<file path="src/rtl/sbm_pkg.sv">
package sbm_pkg;

    typedef enum logic [2:0] {
        ST_IDLE,
        ST_ADDR,
        ST_WDATA,
        ST_WAIT,
        ST_RDATA,
        ST_DONE
    } sbm_state_e;

endpackage

</file>
<file path="src/rtl/sbm_tgt_decode.sv">
module sbm_tgt_decode #(
    parameter int NUM_SLV = 13,
    parameter int MAC_IDX = 0,
    parameter int TGT_W   = 4
) (
    input  logic [TGT_W-1:0]   tgt_i,
    output logic               valid_o,
    output logic               wide_o,
    output logic [NUM_SLV-1:0] onehot_o
);

    assign valid_o = (32'(tgt_i) < NUM_SLV);
    assign wide_o  = (32'(tgt_i) == MAC_IDX);

    for (genvar g = 0; g < NUM_SLV; g++) begin : g_sel
        assign onehot_o[g] = (tgt_i == TGT_W'(g));
    end

endmodule

</file>
<file path="src/rtl/sbm_shift.sv">
module sbm_shift #(
    parameter int ADDR_W   = 8,
    parameter int WIDE_W   = 32,
    parameter int NARROW_W = 8,
    parameter int CNT_W    = 5
) (
    input  logic              clk,
    input  logic              rst_n,
    input  logic              load_i,
    input  logic [ADDR_W-1:0] addr_i,
    input  logic [WIDE_W-1:0] wdata_i,
    input  logic              wide_i,
    input  logic              tx_shift_i,
    input  logic              rx_shift_i,
    input  logic              sdi_i,
    input  logic              cnt_load_i,
    input  logic [CNT_W-1:0]  cnt_val_i,
    output logic              sdo_o,
    output logic              cnt_zero_o,
    output logic [WIDE_W-1:0] rx_o
);

    localparam int TX_W  = ADDR_W + WIDE_W;
    localparam int PAD_W = WIDE_W - NARROW_W;

    logic [TX_W-1:0]   tx_q;
    logic [WIDE_W-1:0] rx_q;
    logic [CNT_W-1:0]  cnt_q;

    always_ff @(posedge clk or negedge rst_n) begin
        if (!rst_n) begin
            tx_q <= '0;
        end else if (load_i) begin
            tx_q <= wide_i ? {addr_i, wdata_i}
                           : {addr_i, wdata_i[NARROW_W-1:0], {PAD_W{1'b0}}};
        end else if (tx_shift_i) begin
            tx_q <= {tx_q[TX_W-2:0], 1'b0};
        end
    end

    always_ff @(posedge clk or negedge rst_n) begin
        if (!rst_n) begin
            rx_q <= '0;
        end else if (load_i) begin
            rx_q <= '0;
        end else if (rx_shift_i) begin
            rx_q <= {rx_q[WIDE_W-2:0], sdi_i};
        end
    end

    always_ff @(posedge clk or negedge rst_n) begin
        if (!rst_n) begin
            cnt_q <= '0;
        end else if (cnt_load_i) begin
            cnt_q <= cnt_val_i;
        end else if ((tx_shift_i || rx_shift_i) && cnt_q != '0) begin
            cnt_q <= cnt_q - 1'b1;
        end
    end

    assign sdo_o      = tx_q[TX_W-1];
    assign cnt_zero_o = (cnt_q == '0);
    assign rx_o       = rx_q;

    // the controller never sends and receives in the same cycle
    a_r5_dir_exclusive: assert property (@(posedge clk) disable iff (!rst_n)
        !(tx_shift_i && rx_shift_i));

    // a fresh request is never loaded while a shift is under way
    a_r6_load_idle: assert property (@(posedge clk) disable iff (!rst_n)
        load_i |-> !(tx_shift_i || rx_shift_i));

endmodule

</file>
<file path="src/rtl/sbm_timeout.sv">
module sbm_timeout #(
    parameter int TMO_W = 16
) (
    input  logic             clk,
    input  logic             rst_n,
    input  logic             clear_i,
    input  logic             run_i,
    input  logic [TMO_W-1:0] limit_i,
    output logic             expired_o
);

    logic [TMO_W-1:0] cnt_q;

    assign expired_o = run_i && (cnt_q == limit_i);

    always_ff @(posedge clk or negedge rst_n) begin
        if (!rst_n) begin
            cnt_q <= '0;
        end else if (clear_i) begin
            cnt_q <= '0;
        end else if (run_i && !expired_o) begin
            cnt_q <= cnt_q + 1'b1;
        end
    end

    // the wait count never passes the programmed limit while waiting
    a_r9_within_limit: assert property (@(posedge clk) disable iff (!rst_n)
        run_i |-> (cnt_q <= limit_i));

endmodule

</file>
<file path="src/rtl/sbm_master.sv">
module sbm_master
    import sbm_pkg::*;
#(
    parameter int                           NUM_SLV  = 13,
    parameter int                           MAC_IDX  = 0,
    parameter int                           ADDR_W   = 8,
    parameter int                           WIDE_W   = 32,
    parameter int                           NARROW_W = 8,
    parameter int                           TMO_W    = 16,
    parameter logic [WIDE_W-NARROW_W-1:0]   FILL_HI  = 24'h5A5A5A
) (
    input  logic               clk,
    input  logic               rst_n,
    input  logic               req_valid_i,
    output logic               req_ready_o,
    input  logic [3:0]         req_tgt_i,
    input  logic               req_wr_i,
    input  logic [ADDR_W-1:0]  req_addr_i,
    input  logic [WIDE_W-1:0]  req_wdata_i,
    input  logic [TMO_W-1:0]   tmo_limit_i,
    output logic               done_o,
    output logic               err_o,
    output logic [WIDE_W-1:0]  rd_data_o,
    output logic [NUM_SLV-1:0] slv_sel_o,
    output logic [NUM_SLV-1:0] slv_wr_o,
    output logic [NUM_SLV-1:0] slv_wide_o,
    output logic [NUM_SLV-1:0] slv_frame_o,
    output logic [NUM_SLV-1:0] slv_strobe_o,
    output logic [NUM_SLV-1:0] slv_sdo_o,
    input  logic [NUM_SLV-1:0] slv_ack_i,
    input  logic [NUM_SLV-1:0] slv_sdi_i
);

    localparam int TGT_W = 4;
    localparam int MAXB  = (ADDR_W > WIDE_W) ? ADDR_W : WIDE_W;
    localparam int CNT_W = $clog2(MAXB);
    localparam logic [CNT_W-1:0] ADDR_LAST   = CNT_W'(ADDR_W - 1);
    localparam logic [CNT_W-1:0] WIDE_LAST   = CNT_W'(WIDE_W - 1);
    localparam logic [CNT_W-1:0] NARROW_LAST = CNT_W'(NARROW_W - 1);

    sbm_state_e state_q, state_d;

    logic [NUM_SLV-1:0] sel_q;
    logic               wr_q, wide_q, err_q, first_q;
    logic [TMO_W-1:0]   tmo_q;

    logic               dec_valid, dec_wide;
    logic [NUM_SLV-1:0] dec_onehot;

    logic               eng_load, tx_shift, rx_shift, cnt_load, cnt_zero, tx_bit;
    logic [CNT_W-1:0]   cnt_val;
    logic [WIDE_W-1:0]  rx_word;
    logic               tmo_clear, tmo_run, tmo_expired;
    logic               ack_sel, sdi_sel, active, accept;

    sbm_tgt_decode #(
        .NUM_SLV (NUM_SLV),
        .MAC_IDX (MAC_IDX),
        .TGT_W   (TGT_W)
    ) u_dec (
        .tgt_i    (req_tgt_i),
        .valid_o  (dec_valid),
        .wide_o   (dec_wide),
        .onehot_o (dec_onehot)
    );

    sbm_shift #(
        .ADDR_W   (ADDR_W),
        .WIDE_W   (WIDE_W),
        .NARROW_W (NARROW_W),
        .CNT_W    (CNT_W)
    ) u_shift (
        .clk        (clk),
        .rst_n      (rst_n),
        .load_i     (eng_load),
        .addr_i     (req_addr_i),
        .wdata_i    (req_wdata_i),
        .wide_i     (dec_wide),
        .tx_shift_i (tx_shift),
        .rx_shift_i (rx_shift),
        .sdi_i      (sdi_sel),
        .cnt_load_i (cnt_load),
        .cnt_val_i  (cnt_val),
        .sdo_o      (tx_bit),
        .cnt_zero_o (cnt_zero),
        .rx_o       (rx_word)
    );

    sbm_timeout #(
        .TMO_W (TMO_W)
    ) u_tmo (
        .clk       (clk),
        .rst_n     (rst_n),
        .clear_i   (tmo_clear),
        .run_i     (tmo_run),
        .limit_i   (tmo_q),
        .expired_o (tmo_expired)
    );

    assign accept  = (state_q == ST_IDLE) && req_valid_i;
    assign ack_sel = |(slv_ack_i & sel_q);
    assign sdi_sel = |(slv_sdi_i & sel_q);

    // next-state and datapath control
    always_comb begin
        state_d   = state_q;
        eng_load  = 1'b0;
        tx_shift  = 1'b0;
        rx_shift  = 1'b0;
        cnt_load  = 1'b0;
        cnt_val   = '0;
        tmo_clear = 1'b0;
        tmo_run   = 1'b0;
        unique case (state_q)
            ST_IDLE: begin
                if (req_valid_i) begin
                    if (dec_valid) begin
                        state_d  = ST_ADDR;
                        eng_load = 1'b1;
                        cnt_load = 1'b1;
                        cnt_val  = ADDR_LAST;
                    end else begin
                        state_d = ST_DONE;
                    end
                end
            end
            ST_ADDR: begin
                tx_shift = 1'b1;
                if (cnt_zero) begin
                    if (wr_q) begin
                        state_d  = ST_WDATA;
                        cnt_load = 1'b1;
                        cnt_val  = wide_q ? WIDE_LAST : NARROW_LAST;
                    end else begin
                        state_d   = ST_WAIT;
                        tmo_clear = 1'b1;
                    end
                end
            end
            ST_WDATA: begin
                tx_shift = 1'b1;
                if (cnt_zero) begin
                    state_d   = ST_WAIT;
                    tmo_clear = 1'b1;
                end
            end
            ST_WAIT: begin
                tmo_run = 1'b1;
                if (ack_sel) begin
                    if (wr_q) begin
                        state_d = ST_DONE;
                    end else begin
                        state_d  = ST_RDATA;
                        cnt_load = 1'b1;
                        cnt_val  = wide_q ? WIDE_LAST : NARROW_LAST;
                    end
                end else if (tmo_expired) begin
                    state_d = ST_DONE;
                end
            end
            ST_RDATA: begin
                rx_shift = 1'b1;
                if (cnt_zero) begin
                    state_d = ST_DONE;
                end
            end
            ST_DONE: begin
                state_d = ST_IDLE;
            end
            default: begin
                state_d = ST_IDLE;
            end
        endcase
    end

    // state register and captured request
    always_ff @(posedge clk or negedge rst_n) begin
        if (!rst_n) begin
            state_q <= ST_IDLE;
            sel_q   <= '0;
            wr_q    <= 1'b0;
            wide_q  <= 1'b0;
            err_q   <= 1'b0;
            first_q <= 1'b0;
            tmo_q   <= '0;
        end else begin
            state_q <= state_d;
            if (accept) begin
                sel_q   <= dec_onehot;
                wr_q    <= req_wr_i;
                wide_q  <= dec_wide;
                err_q   <= !dec_valid;
                first_q <= 1'b1;
                tmo_q   <= tmo_limit_i;
            end else begin
                if (state_q == ST_ADDR) begin
                    first_q <= 1'b0;
                end
                if (state_q == ST_WAIT && !ack_sel && tmo_expired) begin
                    err_q <= 1'b1;
                end
                if (state_q == ST_DONE) begin
                    sel_q <= '0;
                end
            end
        end
    end

    // outputs
    always_comb begin
        active = (state_q == ST_ADDR) || (state_q == ST_WDATA) ||
                 (state_q == ST_WAIT) || (state_q == ST_RDATA);
        req_ready_o = (state_q == ST_IDLE);
        done_o      = (state_q == ST_DONE);
        err_o       = done_o && err_q;
        rd_data_o   = '0;
        if (done_o && !wr_q && !err_q) begin
            rd_data_o = wide_q ? rx_word : {FILL_HI, rx_word[NARROW_W-1:0]};
        end
    end

    for (genvar g = 0; g < NUM_SLV; g++) begin : g_port
        logic shifting;
        assign shifting        = (state_q == ST_ADDR) || (state_q == ST_WDATA);
        assign slv_sel_o[g]    = active && sel_q[g];
        assign slv_wr_o[g]     = active && sel_q[g] && wr_q;
        assign slv_wide_o[g]   = active && sel_q[g] && wide_q;
        assign slv_frame_o[g]  = sel_q[g] && (state_q == ST_ADDR) && first_q;
        assign slv_strobe_o[g] = sel_q[g] && shifting;
        assign slv_sdo_o[g]    = sel_q[g] && shifting && tx_bit;
    end

    // at most one slave is selected
    a_r3_one_slave: assert property (@(posedge clk) disable iff (!rst_n)
        $onehot0(slv_sel_o));

    // an idle master leaves every slave wire quiet
    a_r3_idle_quiet: assert property (@(posedge clk) disable iff (!rst_n)
        req_ready_o |-> (slv_sel_o == '0 && slv_strobe_o == '0 && slv_sdo_o == '0));

    // done lasts one cycle
    a_r2_done_pulse: assert property (@(posedge clk) disable iff (!rst_n)
        done_o |=> !done_o);

    // an accepted request makes the master busy
    a_r2_busy_after_accept: assert property (@(posedge clk) disable iff (!rst_n)
        (req_valid_i && req_ready_o) |=> !req_ready_o);

    // an out-of-range index ends at once with an error
    a_r4_bad_index: assert property (@(posedge clk) disable iff (!rst_n)
        (req_valid_i && req_ready_o && (32'(req_tgt_i) >= NUM_SLV))
            |=> (done_o && err_o && slv_sel_o == '0));

endmodule

</file>
<file path="config.mk">
export PLATFORM = sky130hd
export DESIGN_NAME = sbm_master
export DESIGN_NICKNAME = d
export VERILOG_FILES = /design/src/rtl/sbm_pkg.sv /design/src/rtl/sbm_tgt_decode.sv /design/src/rtl/sbm_shift.sv /design/src/rtl/sbm_timeout.sv /design/src/rtl/sbm_master.sv
export SDC_FILE = /design/constraint.sdc
export NUM_CORES = 1
export LEC_CHECK = 0
export BUFFER_PORTS_ARGS = -buffer_cell sky130_fd_sc_hd__buf_2
export CAP_MARGIN = 15
export CORE_MARGIN = 2
export CORE_UTILIZATION = 57
export DETAILED_ROUTE_END_ITERATION = 8
export PLACE_DENSITY = 0.84
export SLEW_MARGIN = 20
export SYNTH_ARGS = -nofsm -noshare
export SYNTH_HDL_FRONTEND = slang
export SYNTH_HIERARCHICAL = 1
export SYNTH_SLANG_ARGS = --single-unit
export TNS_END_PERCENT = 1
</file>
<file path="constraint.sdc">
create_clock -name clk -period 3.72 [get_ports clk]
set_input_delay 0.372 -clock clk [delete_from_list [all_inputs] [get_ports clk]]
set_output_delay 0.372 -clock clk [all_outputs]
set_load 0.02 [all_outputs]
</file>
==> impl_results.md <==
* Post-detailed-route DRC marker count at 0
* Via density per instance at 5.48
* CP endpoint kind: output pin
* CTS H-tree lvls at 4
* Clock latency on the worst-skew pair at 420 ps
* Crit path cell chain: and2b_1, nand2_1, nor3_2, and3_1, buf_2
* Vias post-DR at 6,004
* Most area-hungry cell type in the Yosys netlist: dfrtp_1
* I/O Buffers at 202
* Antenna viol nets, final at 0
* Antenna violations before repair at 0
* First-pass GRT wire length at 28,600 µm
* Drt pass-1 iters at 4
* Layout Area Growth over Synthesis at 21.5%
* RSZ-0062 raised after global routing: no
* Layout cell share with drive strength beyond 1 at 31.3%
* Dpl cell area at 8400 µm²
* Root buf cell: clkbuf_16
* DRT iter0 DRCs at 358
* Largest net degree at the start of global routing at 76
* Post-Syn Nets at 830
* #FFs+latches synth at 129
* Vias in the first global route at 5,708
* Hpwl dp at 12,000 µm
* Cells after Synth at 738
* Status: complete, no violations
* Maxcap violations at 0
* Number of buffers created by CTS at 17
* Per-cell routed wire length at 15.9 µm
* Fill count at 995
* CTS sink count at 129
* IR drop worst, VDD at 425 µV
* Post-Syn Area per Cell at 9.98 µm²
* Grt ovf at 0
* Setup_tns at 0 ps
* Sequential fraction of the synthesis area at 43.8%
* Synth cell types at 61
* Ys flop type: dfrtp_1
* Core ar. at 12,600 µm²
* Synth top area share at 43.8%
* Kind of critical path: reg -> out
* I/O Pins at 203
* GRT Util Overall at 25.5%
* Die area at 13,800 µm²
* Max clock buf depth at 2
* Slowest CP cell: nor3_2
* Async set-reset flop share out of synthesis at 100%
* Crit-path max FO at 20
* CTS clk-pin slew, worst paths at 50 ps
* Slew Viols, Final at 0
* Maximum operating frequency at 0.336 GHz
* Core Rows at 41
* Arr. time, crit path at 2610 ps
* CP max stage delay at 760 ps
* Synth top area cells: dfrtp_1 44%, mux2i_1 9.8%, and3_1 4.6%
* Tmin final at 2980 ps
* Startpoint types: flip-flop
* Die height at 118 µm
* Final wirelength at 17,400 µm
* Pwr dens at 682 nW/µm²
* Critical Path RT at 3350 ps
* Warnings, synthesis at 6
* Hold Fails Final Rpt at 0
* Commonest non-fill, non-tap cell in the layout: buf_2
* GP Congestion at 0.809
* Worst slew pin tran at 1100 ps
* Final setup fails at 0
* Diode count at 0
* Worst clock skew at 5.97 ps
* Final-stage net count at 1,005
* Postcts setup bufs at 0
* Tot Pwr at 6.11 mW
* Die Width at 118 µm
* Slew HR at 26.4%
* Most frequent cells in the layout: 201 x buf_2, 129 x dfrtp_1, 72 x mux2i_1
* Cell family contributing the most delay on the critical path: simple AND/OR/NAND/NOR gates
* CTS hold repair buffers at 0
* Final period util at 80.1%
* Starting Density at 58.4%
* Mapped Area at 7370 µm²
* Lkg Pwr at 4.55 nW
* CTS tree: built
* Crit path buffers/inverters at 1
* Final Cell Area at 8950 µm²
* Post-CTS Resized at 0
* Number of flops mapped to enable cells by yosys at 0
* Worst Hold Class: in -> async
-- worst paths after layout --
kind,end,start,depth (start not counted),slack (ps)
max,rd_data_o[8],state_q[1],5,740
min,u_shift/rx_o[21],rst_n,1,90
max reg2reg,u_shift/tx_q[23],state_q[1],5,1180
min reg2reg,tmo_q[5],tmo_q[5],1,530
max in group asynchronous,sel_q[3],rst_n,2,2840
min in group clk,u_shift/tx_q[15],req_wdata_i[15],3,150
-- through the flow --
step	cells	util [%]	worst slack, ps	hold slack, ps
6_report	1096	70.9	742	87.9
5_1_grt	1096	70.9	553	155
2_1_floorplan	738	-	1450	76.4
3_5_place_dp	1066	66.6	1200	520
3_3_place_gp	1066	66.6	1270	498
4_1_cts	1096	70.9	739	128
-- logic make-up after synthesis --
group                    after synthesis  synth area share [%]
AO/OA/AOI/OAI                        128                  11.1
XOR/XNOR                              17                  2.02
adder cells (fa/ha/maj)                2                 0.340
buffers and inverters                 80                  5.61
flip-flops                           129                  43.8
multiplexers                          98                  13.8
AND/OR/NAND/NOR                      284                  23.3
-- layer usage --
metal / wire [µm] / share of wire (%) / up-vias / GRT usage (%)
met5: 0 / 0 / - / 0
met3: 908 / 5.2 / 16 / 6.54
met2: 8780 / 50 / 184 / 43.5
met1: 7550 / 43 / 2837 / 32.5
met4: 174 / 1.0 / 0 / 6.63
li1: - / - / 2967 / -
-- state kept, by name, indices dropped and copies added (netlist names) --
register       cells
u_shift/tx_q      40
state_q            3
err_q              1
sel_q             13
tmo_q             16
wr_q               1
u_tmo/cnt_q       16
u_shift/cnt_q      5
first_q            1
wide_q             1
u_shift/rx_o      32
-- cell usage after synthesis (13+ instances only) --
cell and n:
buf_2 13, xnor2_1 17, nand2_1 43, nor2b_1 16
a22o_1 14, and2_1 51, and3_1 54, mux2i_1 72
mux2_2 25, o21ai_1 35, dfrtp_1 129, clkbuf_1 25
a21oi_1 31, nor2_1 51, inv_1 22
-- area by class of cell --
| cell class | instances | area [µm²] | share of cell area [%] |
|---|---|---|---|
| Multi-Input combinational cell | 529 | 3750 | 41.9 |
| Clock inverter | 12 | 120 | 1.34 |
| Tap cell | 172 | 215 | 2.40 |
| Timing Repair Buffer | 213 | 1120 | 12.5 |
| Sequential cell | 129 | 3230 | 36.1 |
| Inverter | 23 | 87.6 | 0.978 |
| Clock buffer | 18 | 429 | 4.79 |
-- power breakdown --
part           internal [mW]  switching [mW]
Sequential              1.84           0.501
Clock                  0.966           0.596
Combinational          0.986            1.22
No activity file was read; power rests on OpenSTA's default activity.
